--- src/rtl/serial_rx_fifo.sv ---
module serial_rx_fifo #(
  parameter int DEPTH = 16,
  parameter int OSR   = 16,
  parameter int MID   = 8
) (
  input  logic       clk,
  input  logic       rst_n,
  input  logic       tick16,
  input  logic       rxd,
  input  logic       cfg_len7,
  input  logic       cfg_par_en,
  input  logic       cfg_par_odd,
  input  logic       cfg_stop2,
  input  logic       pop_ready,
  input  logic       ovr_clear,
  output logic       pop_valid,
  output logic [7:0] pop_data,
  output logic       pop_perr,
  output logic       pop_ferr,
  output logic       ovr_flag
);
  localparam int AW = $clog2(DEPTH);
  localparam int CW = $clog2(OSR);
  localparam int EW = 10;

  typedef enum logic [2:0] {S_IDLE, S_START, S_DATA, S_PAR, S_STOP1, S_STOP2} st_t;

  st_t            st;
  logic           rx_m, rx_s, armed;
  logic [CW-1:0]  cnt;
  logic [2:0]     bitn;
  logic [7:0]     sh;
  logic           par_bit, ferr_acc;
  logic [AW:0]    wr_ptr, rd_ptr;
  logic [EW-1:0]  mem [DEPTH];

  logic       go, mid_start, bit_end, data_last, push_evt, push, pop, full, empty;
  logic       w_perr, w_ferr;
  logic [7:0] rx_byte;

  assign go        = (st == S_IDLE) && tick16 && !rx_s && armed;
  assign mid_start = tick16 && (cnt == CW'(MID - 1));
  assign bit_end   = tick16 && (cnt == CW'(OSR - 1));
  assign data_last = (bitn == (cfg_len7 ? 3'd6 : 3'd7));
  assign rx_byte   = cfg_len7 ? {1'b0, sh[7:1]} : sh;
  assign push_evt  = bit_end && (((st == S_STOP1) && !cfg_stop2) || (st == S_STOP2));
  assign w_ferr    = ferr_acc | ~rx_s;
  assign w_perr    = cfg_par_en & (^rx_byte ^ par_bit ^ cfg_par_odd);

  assign empty     = (wr_ptr == rd_ptr);
  assign full      = ((wr_ptr ^ rd_ptr) == {1'b1, {AW{1'b0}}});
  assign push      = push_evt && !full;
  assign pop_valid = !empty;
  assign pop       = pop_valid && pop_ready;
  assign {pop_perr, pop_ferr, pop_data} = mem[rd_ptr[AW-1:0]];

  always_ff @(posedge clk or negedge rst_n) begin
    if (!rst_n) begin
      rx_m <= 1'b1;
      rx_s <= 1'b1;
    end else begin
      rx_m <= rxd;
      rx_s <= rx_m;
    end
  end

  always_ff @(posedge clk or negedge rst_n) begin
    if (!rst_n) armed <= 1'b0;
    else        armed <= (st == S_IDLE) ? ((armed | rx_s) & !go) : 1'b0;
  end

  always_ff @(posedge clk or negedge rst_n) begin
    if (!rst_n) begin
      st       <= S_IDLE;
      cnt      <= '0;
      bitn     <= '0;
      sh       <= '0;
      par_bit  <= 1'b0;
      ferr_acc <= 1'b0;
    end else begin
      unique case (st)
        S_IDLE: if (go) begin
          st       <= S_START;
          cnt      <= CW'(1);
          ferr_acc <= 1'b0;
          par_bit  <= 1'b0;
        end
        S_START: if (mid_start) begin
          cnt  <= '0;
          bitn <= '0;
          st   <= rx_s ? S_IDLE : S_DATA;
        end else if (tick16) cnt <= cnt + 1'b1;
        S_DATA: if (bit_end) begin
          cnt  <= '0;
          sh   <= {rx_s, sh[7:1]};
          bitn <= bitn + 1'b1;
          if (data_last) st <= cfg_par_en ? S_PAR : S_STOP1;
        end else if (tick16) cnt <= cnt + 1'b1;
        S_PAR: if (bit_end) begin
          cnt     <= '0;
          par_bit <= rx_s;
          st      <= S_STOP1;
        end else if (tick16) cnt <= cnt + 1'b1;
        S_STOP1: if (bit_end) begin
          cnt <= '0;
          if (cfg_stop2) begin
            ferr_acc <= ~rx_s;
            st       <= S_STOP2;
          end else st <= S_IDLE;
        end else if (tick16) cnt <= cnt + 1'b1;
        S_STOP2: if (bit_end) begin
          cnt <= '0;
          st  <= S_IDLE;
        end else if (tick16) cnt <= cnt + 1'b1;
        default: st <= S_IDLE;
      endcase
    end
  end

  always_ff @(posedge clk) begin
    if (push) mem[wr_ptr[AW-1:0]] <= {w_perr, w_ferr, rx_byte};
  end

  always_ff @(posedge clk or negedge rst_n) begin
    if (!rst_n) begin
      wr_ptr   <= '0;
      rd_ptr   <= '0;
      ovr_flag <= 1'b0;
    end else begin
      if (push) wr_ptr <= wr_ptr + 1'b1;
      if (pop)  rd_ptr <= rd_ptr + 1'b1;
      if (push_evt && full) ovr_flag <= 1'b1;
      else if (ovr_clear)   ovr_flag <= 1'b0;
    end
  end
endmodule

--- config.mk ---
export PLATFORM = sky130hd
export DESIGN_NAME = serial_rx_fifo
export DESIGN_NICKNAME = d
export VERILOG_FILES = /design/src/rtl/serial_rx_fifo.sv
export SDC_FILE = /design/constraint.sdc
export NUM_CORES = 1
export LEC_CHECK = 0
export BUFFER_PORTS_ARGS = -buffer_cell sky130_fd_sc_hd__buf_2
export CORE_MARGIN = 3
export CORE_UTILIZATION = 60
export CTS_CLUSTER_DIAMETER = 120
export CTS_CLUSTER_SIZE = 40
export DETAILED_ROUTE_END_ITERATION = 12
export GPL_TIMING_DRIVEN = 1
export PLACE_DENSITY = 0.86
export SETUP_SLACK_MARGIN = 0.15
export SLEW_MARGIN = 20
export SYNTH_ARGS = -nofsm -noshare
export SYNTH_HDL_FRONTEND = slang
export SYNTH_SLANG_ARGS = --single-unit
--- constraint.sdc ---
create_clock -name clk -period 3 [get_ports clk]
set_input_delay 0.45 -clock clk [delete_from_list [all_inputs] [get_ports clk]]
set_output_delay 0.45 -clock clk [all_outputs]
set_load 0.02 [all_outputs]
==> flow_summary.toml <==
[min_path]
timing.hold.worst.class = "primary input to async pin"

[drt]
drt-pass1-iter-count = 5
post_detailed_route_via_to_cell_ratio = 6.27
detailroute.via_count = 4578
detail_route.wl_per_cell_um = 22.8
detail_route.drc_violations = 0
ant_nets = 0
detail_route.iter0.violations = 531
drt-total-wl_um = 16600

[sta]
timing.clock.skew_ns = 0.00786
timing.fmax_mhz = 358
slew_headroom_pct = 26.7
setup_total_negative_slack_ns = 0
timing.final.hold_violations = 0
layout_setup_ws_ns = 0.209
number_of_pins_exceeding_their_max_slew_limit_in_the_final_report = 0
max_slew.worst_pin.slew_ns = 1.10
period_share_pct = 93.0
report.final.setup_viol = 0
hold-worst-slack_ns = 0.0903
unrepaired_setup_endpoints_after_global_routing = "true"
final.min_clock_period_ns = 2.79

[synth]
synth-seq-area-share_pct = 68.6
synthMuxAreaShare_pct = 13.3
parity_gate_share_of_the_synthesized_area_counting_xor_and_xnor_cells_pct = 2.53
postSynth.topFlopCell = "edfxtp_1"
synth_largest_area_cell = "edfxtp_1"
yosys_warnings = 0
synth.cell_area_um2 = 8250
mappedNetlistNets = 510
post-synth-top-count-cell = "edfxtp_1"
synth-compound-area-share_pct = 4.66
synth-edff-count = 160
syn-instance-count = 493
synthArstFlopShare_pct = 17.5
top_cells_by_instance_count_after_synthesis = "160 x edfxtp_1, 40 x mux4_2, 38 x nand2_1, 32 x dfrtp_1, 19 x a21oi_1"
post_synth_fa_ha_maj_area_fraction_pct = 1.20
synth.top_cells.by_area = "edfxtp_1 58%, mux4_2 11%, dfrtp_1 9.7%"
synth.avg_cell_area_um2 = 16.7
library_cells_used_by_synthesis = 51
synth_simple_gate_area_share_pct = 7.46
synth_largest_type_area_fraction_pct = 58.3
synth_top_family_by_area = "multiplexers"
ys_ff_latch = 194

[run]
timing.max_cap.violations = 0

[setup_path]
cpLargestDelayFamily = "flip-flops"
crit_path_frequent_cell = "buf_4"
cp-end-kind = "output pin"
path_class = "register to output pin"
max_stage_delay_ns = 0.56
required_ns = 2.55
cp_slowest_cell = "dfrtp_4"
path_buf_inv = 3
critPathArrivalTime_ns = 2.34
critical_path_peak_fanout = 10
cp-start-kind = "register"
cp_cell_sequence = "buf_4 > buf_4 > mux4_2 > nor2b_1 > a211oi_1 > a21oi_1 > buf_2"

[power]
share_clk_of_total_power_pct = 26.5
power_density_nw_per_um2 = 797
power_frac_seq_pct = 43.2
net-switching-power_uw = 2330
comb_power_share_pct = 30.3
p_leak_uw = 0.00337
ir_drop_mv = 0.419
switching_share_pct = 31.7
p_int_uw = 5030

[cells_and_area]
final_net_count = 558
number_of_antenna_repair_diodes = 0
finalInstanceArea_um2 = 9230
multiInputGateArea_um2 = 2440
storage_element_area_um2 = 5660
final.fill_count = 839
layout.cells.non_filler = 730
post_route_cells_drive_above_1_share_pct = 26.2
area_growth_pct = 11.9

[global_routing]
grt_pass1_wl_um = 26100
largest_net_degree_at_the_start_of_global_routing = 44
globalRouteOverflowTotal = 0
initial_antenna_violation_count = 0
first_global_vias = 4641
grt.total_usage_pct = 23.9

[placed_design]
worst_setup_slack_after_placement_ns = 0.329
post-place-cells = 688
globalplace.congestion = 0.801
port_buffers = 21
cell_area_reported_after_detailed_placement_um2 = 8610
hpwlAfterDp_um = 10800

[cts]
cts-root-to-sink-buffers = 2
insertion_delay_ns = 0.43
cts_tree = "done"
cts_made_buffers = 17
ctsRootBufferMaster = "clkbuf_16"
clkSinkCount = 194
htreeDepth = 4
worst_setup_hold_path_clk_slew_ns = 0.07

[floorplanning]
ios = 22
initial_core_util_pct = 61.8
die_area_um2 = 15200
fp.dieH_um = 123
chipWidth_um = 123
coreArea_um2 = 13300
placement_rows = 42

[status]
outcome = "complete, no violations"
stage by stage:
step / util [%] / total power [uW]
2_1_floorplan: - / 4790
5_1_grt: 69.1 / 7690
4_1_cts: 68.7 / 7300
6_report: 69.1 / 7360
3_5_place_dp: 64.5 / 5300
3_3_place_gp: 64.5 / 5210
routing by layer:
| layer | routed length (um) | vias to the layer above | part of all wire, % | global-route usage [%] |
|---|---|---|---|---|
| met2 | 8690 | 201 | 52 | 39.2 |
| met4 | 525 | 0 | 3.2 | 10.9 |
| met3 | 1120 | 44 | 6.7 | 4.85 |
| li1 | - | 2006 | - | - |
| met1 | 6300 | 2327 | 38 | 31.3 |
| met5 | 0 | - | 0 | 0 |
worst paths after layout:
kind,slack [ns],start,to,cells past startpoint
min in group clk,0.12,rxd,rx_m$_DFF_PN1_,1
worst max register to register,0.29,rd_ptr[0]$_DFFE_PN0P_,mem[3][4]$_DFFE_PP_,8
worst max-delay path,0.21,rd_ptr[0]$_DFFE_PN0P_,pop_perr,7
worst min-delay path,0.09,rst_n,wr_ptr[4]$_DFFE_PN0P_,1
worst min register to register,0.36,rx_m$_DFF_PN1_,rx_s$_DFF_PN1_,0
max in group asynchronous,2.35,rst_n,rd_ptr[0]$_DFFE_PN0P_,1
power groups by stage:
stage / clock (uW) / sequential, uW / combinational (uW)
finish: 1950 / 3180 / 2230
global route: 2070 / 3190 / 2430
CTS: 1970 / 3180 / 2160
detailed placement: 0 / 3270 / 2030
global placement: 0 / 3250 / 1960
floorplan: 0 / 3140 / 1650
worst register-to-register path: cells and delay by family, from the launching register on:
family / cells / cell delay, ns
AND/OR/NAND/NOR: 3 / 0.62
buffers and inverters: 3 / 0.58
flip-flops: 1 / 0.56
AO/OA/AOI/OAI: 1 / 0.45
XOR/XNOR: 1 / 0.22
state kept, by name (all words and copies together) (netlist names):
register,count
armed,1
cnt,4
wr_ptr,5
rx_s,1
ferr_acc,1
mem,160
rx_m,1
rd_ptr,5
ovr_flag,1
st,3
sh,8
par_bit,1
bitn,3
final cells by class:
class / instances / share of cell area [%]
clock buffers: 19 / 4.69
clock inverters: 13 / 0.773
inverters: 8 / 0.326
multi-input cells: 264 / 26.4
flip-flops and latches: 194 / 61.4
well taps: 176 / 2.39
repair buffers: 56 / 4.03
cell usage in the layout, fill, tap and decap left out, types with 7 or more instances in the layout:
cell / instances
edfxtp_1: 160
mux4_2: 40
nand2_1: 38
buf_4: 34
dfrtp_1: 31
buf_2: 21
a21oi_1: 19
clkbuf_16: 17
nor2b_1: 16
and3_1: 16
xnor2_1: 16
nor2_1: 14
mux2i_1: 12
o21ai_0: 12
inv_1: 8
nand3_1: 7
ha_1: 7
timing repair:
item / 4_1_cts / 5_1_grt
cloned: 0 / 0
gates resized for setup: 3 / 5
hold buffers: 0 / 0
setup buffers: 6 / 4
setup endpoints to repair: 10 / 9
logic make-up after synthesis:
kind of cell / after synthesis
XOR/XNOR: 23
AND/OR/NAND/NOR: 114
flip-flops: 194
multiplexers: 59
buffers and inverters: 35
AO/OA/AOI/OAI: 60
adder cells (fa/ha/maj): 8
Power figures use the tool's default switching activity.
